File: config.mk
export PLATFORM = sky130hd
export DESIGN_NAME = dp_minmax_alu
export DESIGN_NICKNAME = d
export VERILOG_FILES = /design/src/rtl/dpalu_pkg.sv /design/src/rtl/dpalu_decode.sv /design/src/rtl/dpalu_lane.sv /design/src/rtl/dp_minmax_alu.sv
export SDC_FILE = /design/constraint.sdc
export NUM_CORES = 1
export LEC_CHECK = 0
export CORE_ASPECT_RATIO = 0.8
export CORE_MARGIN = 8
export CORE_UTILIZATION = 49
export DETAILED_ROUTE_END_ITERATION = 7
export GPL_ROUTABILITY_DRIVEN = 0
export PLACE_DENSITY = 0.77
export SYNTH_ARGS = -nofsm -noshare
export SYNTH_HDL_FRONTEND = slang
export SYNTH_SLANG_ARGS = --single-unit
File: constraint.sdc
create_clock -name clk -period 10.4 [get_ports clk]
set_clock_uncertainty 0.15 [all_clocks]
set_input_delay 1.56 -clock clk [delete_from_list [all_inputs] [get_ports clk]]
set_output_delay 1.56 -clock clk [all_outputs]
set_load 0.005 [all_outputs]
File: src/rtl/dpalu_pkg.sv
package dpalu_pkg;

    localparam int LANE_W  = 16;
    localparam int N_LANES = 2;
    localparam int DATA_W  = LANE_W * N_LANES;
    localparam int OP_W    = 3;

    typedef enum logic [OP_W-1:0] {
        OP_ADDMIN_Z = 3'd0,
        OP_ADDMIN   = 3'd1,
        OP_ADDMAX_Z = 3'd2,
        OP_ADDMAX   = 3'd3,
        OP_MAX3_Z   = 3'd4,
        OP_MAX3     = 3'd5,
        OP_MIN3     = 3'd6,
        OP_UNDEF    = 3'd7
    } dp_op_e;

    typedef struct packed {
        logic use_sum;   // first term is sat(a+b), compared against c
        logic pick_max;  // max tree rather than min tree
        logic clamp;     // floor the outcome at zero
        logic illegal;   // opcode has no meaning
    } dp_ctrl_t;

    typedef enum logic {
        OUT_IDLE  = 1'b0,
        OUT_FRESH = 1'b1
    } out_state_e;

endpackage

File: src/rtl/dpalu_decode.sv
module dpalu_decode
    import dpalu_pkg::*;
(
    input  logic [OP_W-1:0] opcode,
    output dp_ctrl_t        ctrl
);

    always_comb begin
        ctrl = '0;
        unique case (dp_op_e'(opcode))
            OP_ADDMIN_Z: begin ctrl.use_sum = 1'b1; ctrl.clamp = 1'b1; end
            OP_ADDMIN:   begin ctrl.use_sum = 1'b1; end
            OP_ADDMAX_Z: begin ctrl.use_sum = 1'b1; ctrl.pick_max = 1'b1; ctrl.clamp = 1'b1; end
            OP_ADDMAX:   begin ctrl.use_sum = 1'b1; ctrl.pick_max = 1'b1; end
            OP_MAX3_Z:   begin ctrl.pick_max = 1'b1; ctrl.clamp = 1'b1; end
            OP_MAX3:     begin ctrl.pick_max = 1'b1; end
            OP_MIN3:     begin ctrl.pick_max = 1'b0; end
            OP_UNDEF:    begin ctrl.illegal = 1'b1; end
            default:     begin ctrl.illegal = 1'b1; end
        endcase
    end

endmodule

File: src/rtl/dpalu_lane.sv
module dpalu_lane
    import dpalu_pkg::*;
#(
    parameter int W = LANE_W
) (
    input  dp_ctrl_t              ctrl,
    input  logic signed [W-1:0]   a,
    input  logic signed [W-1:0]   b,
    input  logic signed [W-1:0]   c,
    output logic signed [W-1:0]   y
);

    localparam logic signed [W-1:0] S_MAX = {1'b0, {(W-1){1'b1}}};
    localparam logic signed [W-1:0] S_MIN = {1'b1, {(W-1){1'b0}}};

    logic signed [W:0]   wide_sum;
    logic signed [W-1:0] sat_sum;
    logic signed [W-1:0] t0, t1, stage1, stage2;

    // saturating add: overflow when the two top bits of the wide sum differ
    always_comb begin
        wide_sum = {a[W-1], a} + {b[W-1], b};
        if (wide_sum[W] != wide_sum[W-1])
            sat_sum = wide_sum[W] ? S_MIN : S_MAX;
        else
            sat_sum = wide_sum[W-1:0];
    end

    always_comb begin
        t0 = ctrl.use_sum ? sat_sum : a;
        t1 = ctrl.use_sum ? c       : b;

        if (ctrl.pick_max) stage1 = (t0 > t1) ? t0 : t1;
        else               stage1 = (t0 < t1) ? t0 : t1;

        if (ctrl.use_sum)       stage2 = stage1;
        else if (ctrl.pick_max) stage2 = (stage1 > c) ? stage1 : c;
        else                    stage2 = (stage1 < c) ? stage1 : c;

        if (ctrl.clamp && stage2[W-1]) y = '0;
        else                           y = stage2;
    end

endmodule

File: src/rtl/dp_minmax_alu.sv
module dp_minmax_alu
    import dpalu_pkg::*;
(
    input  logic              clk,
    input  logic              rst,
    input  logic              in_valid,
    input  logic [OP_W-1:0]   opcode,
    input  logic [DATA_W-1:0] op_a,
    input  logic [DATA_W-1:0] op_b,
    input  logic [DATA_W-1:0] op_c,
    output logic              out_valid,
    output logic [DATA_W-1:0] result,
    output logic              op_err
);

    dp_ctrl_t          ctrl;
    logic [DATA_W-1:0] lane_res;
    logic [DATA_W-1:0] next_res;
    out_state_e        state_q, state_d;

    dpalu_decode u_decode (
        .opcode (opcode),
        .ctrl   (ctrl)
    );

    for (genvar g = 0; g < N_LANES; g++) begin : g_lane
        dpalu_lane #(.W(LANE_W)) u_lane (
            .ctrl (ctrl),
            .a    (op_a[g*LANE_W +: LANE_W]),
            .b    (op_b[g*LANE_W +: LANE_W]),
            .c    (op_c[g*LANE_W +: LANE_W]),
            .y    (lane_res[g*LANE_W +: LANE_W])
        );
    end

    assign next_res = ctrl.illegal ? '0 : lane_res;

    always_comb begin
        unique case (state_q)
            OUT_IDLE:  state_d = in_valid ? OUT_FRESH : OUT_IDLE;
            OUT_FRESH: state_d = in_valid ? OUT_FRESH : OUT_IDLE;
            default:   state_d = OUT_IDLE;
        endcase
    end

    always_ff @(posedge clk) begin
        if (rst) state_q <= OUT_IDLE;
        else     state_q <= state_d;
    end

    always_ff @(posedge clk) begin
        if (rst) begin
            result <= '0;
            op_err <= 1'b0;
        end else begin
            op_err <= in_valid && ctrl.illegal;
            if (in_valid) result <= next_res;
        end
    end

    assign out_valid = (state_q == OUT_FRESH);

endmodule

### Yosys cells after proc, flatten, opt, wreduce, memory -nomap -nowiden

Index checks and enable logic that the tools add are counted.

| cells by class | value |
|---|---|
| reductions and logical operators | 7 |
| multiplexer cells | 30 |
| equality and inequality tests | 8 |
| add/subtract/negate cells | 2 |
| $lt $le $gt $ge | 8 |

Operators with widths:

| cell | count |
|---|---|
| $mux W16 | 24 |
| $gt A16 B16 Y1 | 4 |
| $lt A16 B16 Y1 | 4 |
| $add A16 B16 Y17 | 2 |
| $mux W32 | 1 |
| $eq A3 B3 Y1 const B | 3 |
| $reduce_or A4 Y1 | 2 |
| $eq A3 B2 Y1 const B | 2 |
| $mux W1 | 5 |
| $eq A3 B1 Y1 const B | 1 |
| $logic_and A1 B1 Y1 | 3 |
| $logic_not A3 Y1 | 1 |
| $reduce_or A3 Y1 | 1 |
| $ne A1 B1 Y1 | 2 |

| word-level totals | value |
|---|---|
| input port bits | 102 |
| output and inout port bits | 34 |
| bits in registers | 34 |

### Longest topological paths before layout

| logic depth | value |
|---|---|
| word-level depth | 14 |
| gate-level depth with buffers | 42 |
| depth with buffers taken out | 37 |

### By module

A second synthesis with hierarchy kept.

| unflattened totals | value |
|---|---|
| cell total of the unflattened synthesis | 921 |
| area total of the unflattened synthesis | 6896.6 µm² |

By module, submodules not included:

| module | instances | cells an instance | area an instance (µm²) | seq. area each (µm²) |
|---|---|---|---|---|
| dpalu_lane (g_lane[0].u_lane) | 1 | 386 | 2750.1 | 0.0 |
| dpalu_lane (g_lane[1].u_lane) | 1 | 382 | 2723.9 | 0.0 |
| dp_minmax_alu | 1 | 146 | 1372.6 | 680.7 |
| dpalu_decode | 1 | 7 | 50.0 | 0.0 |

### Worst setup path before layout

Ideal clock, no wire load.

| timing | value |
|---|---|
| path kind | input -> register |
| start | in op_a[17] |
| end | reg result[25] |
| arrival | 9538 ps |
| library setup time | 86 ps |
| path slack | 626 ps |
| stages on the path | 39 |
| cells stage by stage | ha_1 a211oi_1 o21bai_1 nand3_1 nand3_1 a31oi_1 o21ai_0 a21o_1 a21o_1 xnor2_1 ha_1 clkbuf_8 and3_1 a32o_1 o21ai_0 a21boi_0 o21a_1 inv_1 (+3 left out) a21o_1 nand3_4 mux2_2 nand2_1 buf_2 nor2_1 a31o_2 mux2i_1 ha_1 nand4_1 a21oi_1 or2_2 nor4_1 nor3_1 a32oi_1 o21ai_0 or4_4 a221oi_2 |

| on the way | value |
|---|---|
| word-level cells in the longest chain between the ends | 14 |
| elaborated cells between the ends (all ways) | 19 |
| classes of those cells | 1 x add/sub; 4 x order compare; 1 x eq/ne; 12 x mux; 1 x reduce/logical |

Ends and longest elaborated chain:

| what | line | RTL |
|---|---|---|
| start, declared | dp_minmax_alu.sv:8 | `input logic [DATA_W-1:0] op_a,` |
| $add A16 B16 Y17 | dpalu_lane.sv:22 | `wide_sum = {a[W-1], a} + {b[W-1], b};` |
| $mux W16 / $ne A1 B1 Y1 (equally long branches) | dpalu_lane.sv:24, dpalu_lane.sv:23 |  |
| $mux W16 | dpalu_lane.sv:23 | `if (wide_sum[W] != wide_sum[W-1])` |
| $mux W16 (*) | dpalu_lane.sv:30 | `t0 = ctrl.use_sum ? sat_sum : a;` |
| $lt A16 B16 Y1 / $gt A16 B16 Y1 (equally long branches) | dpalu_lane.sv:34, dpalu_lane.sv:33 |  |
| $mux W16, on equally long branches | dpalu_lane.sv:34, dpalu_lane.sv:33 |  |
| $mux W16 (*) | dpalu_lane.sv:33 | `if (ctrl.pick_max) stage1 = (t0 > t1) ? t0 : t1;` |
| $lt A16 B16 Y1 / $gt A16 B16 Y1 (equally long branches) | dpalu_lane.sv:38, dpalu_lane.sv:37 |  |
| $mux W16, on equally long branches | dpalu_lane.sv:38, dpalu_lane.sv:37 |  |
| $mux W16 | dpalu_lane.sv:37 | `else if (ctrl.pick_max) stage2 = (stage1 > c) ? stage1 : c;` |
| $mux W16 (*) | dpalu_lane.sv:36 | `if (ctrl.use_sum) stage2 = stage1;` |
| $logic_and A1 B1 Y1 | dpalu_lane.sv:40 | `if (ctrl.clamp && stage2[W-1]) y = '0;` |
| $mux W16 (*) | dpalu_lane.sv:40 |  |
| $mux W32 (*) | dp_minmax_alu.sv:36 | `assign next_res = ctrl.illegal ? '0 : lane_res;` |
| end signal, assigned | dp_minmax_alu.sv:57 | `if (in_valid) result <= next_res;` |
| end, declared | dp_minmax_alu.sv:12 | `output logic [DATA_W-1:0] result,` |

Every way passes the cells marked *; elsewhere a longest branch is shown, timed or not.
A chain may end at the register's enable or synchronous reset.

### Worst setup path after layout

| timing | value |
|---|---|
| start | in op_b[17] |
| end | reg result[16] |

| on the way | value |
|---|---|
| word-level cells in the longest chain between the ends | 14 |
| elaborated cells between the ends (all ways) | 20 |
| classes of those cells | 1 x add/sub; 4 x order compare; 1 x eq/ne; 13 x mux; 1 x reduce/logical |

Ends and longest elaborated chain:

| what | line | RTL |
|---|---|---|
| start, declared | dp_minmax_alu.sv:9 | `input logic [DATA_W-1:0] op_b,` |
| $add A16 B16 Y17 | dpalu_lane.sv:22 |  |
| $mux W16 / $ne A1 B1 Y1 (equally long branches) | dpalu_lane.sv:24, dpalu_lane.sv:23 |  |
| $mux W16 | dpalu_lane.sv:23 |  |
| $mux W16 | dpalu_lane.sv:30 |  |
| $lt A16 B16 Y1 / $gt A16 B16 Y1 (equally long branches) | dpalu_lane.sv:34, dpalu_lane.sv:33 |  |
| $mux W16, on equally long branches | dpalu_lane.sv:34, dpalu_lane.sv:33 |  |
| $mux W16 (*) | dpalu_lane.sv:33 |  |
| $lt A16 B16 Y1 / $gt A16 B16 Y1 (equally long branches) | dpalu_lane.sv:38, dpalu_lane.sv:37 |  |
| $mux W16, on equally long branches | dpalu_lane.sv:38, dpalu_lane.sv:37 |  |
| $mux W16 | dpalu_lane.sv:37 |  |
| $mux W16 (*) | dpalu_lane.sv:36 |  |
| $logic_and A1 B1 Y1 | dpalu_lane.sv:40 |  |
| $mux W16 (*) | dpalu_lane.sv:40 |  |
| $mux W32 (*) | dp_minmax_alu.sv:36 |  |

Marks and branches as above.

==> flow_metrics.py <==
metrics = {
    "hold_path": {
        "min-delay-start": "result[7]",
        "holdPathStages": 2,
        "hp-class": "flip-flop to flip-flop",
        "min_to": "result[7]",
    },
    "floorplanning": {
        "die_area_um2": 18300,
        "row_count": 39,
        "ios": 136,
        "start_util_pct": 49.5,
        "core_area_um2": 14100,
        "dieHeight_um": 123,
        "fp.dieW_um": 149,
    },
    "power_and_ir_drop": {
        "p_per_area_nw_per_um2": 159,
        "peakVddDrop_uv": 133,
        "p_leak_nw": 4.10,
    },
    "layout": {
        "fillers": 1237,
        "area_delta_synth_final_pct": 31.9,
        "nNetsFinal": 1321,
        "final_cell_mix": "clkdlybuf4s50_1 (134), ha_1 (98), nand2_1 (79)",
        "fin_area_um2": 9210,
        "diodes": 0,
        "drive_above_1_share_pct": 12.2,
        "layout_commonest_cell": "clkdlybuf4s50_1",
    },
    "sta": {
        "hold_violations": 0,
        "max_clock_freq_mhz": 97.8,
        "tightestPinTransition_ps": 1080,
        "max_slew_margin_pct": 27.7,
        "period_minus_slack_ps": 10230,
        "setup_slack_ps": 171,
        "slew_violations": 0,
        "setup_viol": 0,
        "period_share_pct": 98.4,
    },
    "logic_synthesis": {
        "ys_seq_area_share_pct": 9.75,
        "yosysWarnings": 0,
        "synth_edf_count": 0,
        "syn_area_um2": 6980,
        "ys_seq_elements": 34,
        "syn-instance-count": 946,
        "synthArstFlopShare_pct": 0,
        "avgSynthCellArea_um2": 7.38,
        "synth_ff_type": "dfxtp_1",
        "syn-num-nets": 1150,
        "synth_cell_types": 82,
    },
    "critical_path": {
        "r2r-start": "result[29]",
        "ff2ff_path_depth": 5,
        "r2r_end": "result[29]",
        "cp-start-kind": "input pin",
        "critPathArrivalTime_ps": 10230,
        "endpoint_kind": "flip-flop",
        "criticalPathCategory": "input pin to flip-flop",
        "critical_path.max_fanout": 10,
        "r2r_setup_slack_ps": 8800,
        "critPathMaxStageDelay_ps": 550,
        "required_ps": 10400,
        "crit_path_top_delay_cell": "or4_4",
    },
    "routing": {
        "wl_mm": 25.1,
        "drtIter0Drc": 1025,
        "viasPerCell": 6.26,
        "drt_first_pass_iters": 6,
        "vias": 8150,
        "drc_errors": 0,
        "wl_per_cell_um": 19.3,
        "ant_nets": 0,
    },
    "global_route": {
        "grt_pass1_vias": 7152,
        "grt_start_max_net_pins": 59,
        "antenna_found_initial": 1,
        "track_usage_pct": 25.8,
        "grt_first_pass_wirelength_mm": 38.0,
        "grt_overflow_total": 0,
    },
    "placement": {
        "dp_slack_ps": -283,
        "dp_hpwl_mm": 20.6,
        "port_buffers": 135,
        "dpl-instance-area_um2": 8880,
    },
    "clocking": {
        "cts_tree": "built",
        "h-tree-depth": 2,
        "clock_path_buffers": 2,
        "cts_buffers": 5,
        "path_clk_slew_ps": 50,
        "clkLatencyLatePin_ps": 270,
        "cts_root_buf": "clkbuf_16",
        "clock_sinks": 34,
    },
    "run": {
        "maxCapViolCount": 0,
    },
    "status": {
        "run_status": "completed",
    },
}
kinds of logic (layout without fill, tap and decap cells):
group           count (synthesis)  count (layout)  share of synthesized area [%]
compound gates                310             310                           30.3
simple gates                  304             304                           22.1
buf+inv                       105             277                           6.31
fa+ha+maj                     102             102                           18.5
mux                            67              67                           10.0
flops                          34              34                           9.75
xor+xnor                       24              24                           3.01
timing repair:
item | 4_1_cts | 5_1_grt
setup endpoints to repair | 1 | 32
hold endpoints to repair | 0 | 0
buffers inserted | 0 | 7
hold buffers | 0 | 0
gates resized for setup | 1 | 30
pin swaps | 0 | 7
layer usage:
layer	vias up	track usage [%]	part of all wire (%)	wire, um
met4	4	5.03	1.6	403
li1	3907	-	-	-
met1	3688	39.4	46	11500
met2	506	35.2	39	9810
met5	-	1.58	0.19	48
met3	45	5.78	13	3300
registers in the layout (all words and copies together) (netlist names):
signal / flops
op_err: 1
out_valid: 1
result: 32
power by group:
| part | total, W | internal [W] | switching, W |
|---|---|---|---|
| combinational | 0.00113 | 0.000505 | 0.000627 |
| clock | 0.000164 | 0.000108 | 0.0000552 |
| sequential | 0.000165 | 0.000154 | 0.0000114 |
| total | 0.00146 | 0.000768 | 0.000694 |
cell usage after synthesis (4+ instances only):
| library cell | number | share of area, % |
|---|---|---|
| or2_2 | 6 | 0.54 |
| xnor2_1 | 11 | 1.4 |
| nor2b_1 | 8 | 0.72 |
| ha_1 | 100 | 18 |
| a2bb2oi_1 | 4 | 0.50 |
| a211oi_1 | 18 | 1.9 |
| nor2_1 | 66 | 3.5 |
| xor2_1 | 13 | 1.6 |
| o31a_1 | 11 | 1.4 |
| o21bai_1 | 5 | 0.54 |
| nor3_1 | 30 | 2.2 |
| a32o_1 | 4 | 0.57 |
| nand2_1 | 80 | 4.3 |
| inv_1 | 64 | 3.4 |
| o211ai_1 | 12 | 1.3 |
| mux2i_1 | 57 | 8.2 |
| dfxtp_1 | 34 | 9.8 |
| a31o_2 | 5 | 0.63 |
| nor4_1 | 8 | 0.72 |
| o21a_1 | 21 | 2.3 |
| mux2_2 | 8 | 1.3 |
| o211a_1 | 5 | 0.72 |
| nand2b_1 | 18 | 1.6 |
| or3_1 | 7 | 0.63 |
| a31oi_1 | 6 | 0.54 |
| o21ai_0 | 54 | 3.9 |
| a21o_1 | 25 | 2.7 |
| o221ai_1 | 5 | 0.63 |
| and2_1 | 6 | 0.54 |
| nand4_1 | 15 | 1.3 |
| a21oi_1 | 74 | 5.3 |
| o31ai_1 | 20 | 2.2 |
| clkbuf_1 | 27 | 1.5 |
| and3_1 | 12 | 1.1 |
| nand3_1 | 26 | 1.9 |
| buf_2 | 7 | 0.50 |
through the flow:
stage	TNS (ps)	power (W)	std cells	utilization (%)	hold WS [ps]
after global routing	-261	0.00156	1302	65.3	331
final	0	0.00146	1302	65.3	299
after detailed placement	-1760	0.00122	1287	62.9	293
after global placement	0	0.00120	1287	62.9	285
after floorplan	0	0.000832	946	-	294
after CTS	0	0.00139	1295	64.1	305
worst max-delay path by stage:
stage / depth (start not counted) / to / startpoint / slack [ps]
finish: 38 / result[16] / op_b[17] / 170
floorplan: 39 / result[25] / op_a[17] / 630
global placement: 39 / result[29] / op_b[17] / 20
detailed placement: 38 / result[25] / op_b[17] / -280
CTS: 38 / result[25] / op_b[17] / 60
global route: 39 / result[25] / op_b[17] / -70
worst max-delay path, delay by kind of cell:
| kind | cells | cell delay [ps] |
|---|---|---|
| buf+inv | 3 | 990 |
| xor+xnor | 1 | 140 |
| fa+ha+maj | 4 | 1250 |
| compound gates | 16 | 3620 |
| simple gates | 13 | 2270 |
| mux | 1 | 380 |
cell type report:
class                      instances  area [um^2]  area share, %
clock buffer                       8          166           1.81
inverter                          64          240           2.61
multi-input combinational        807         5990           65.1
sequential                        34          681           7.39
tap                              184          230           2.50
timing repair buffer             205         1900           20.6
(Power assumes the default switching activity.)
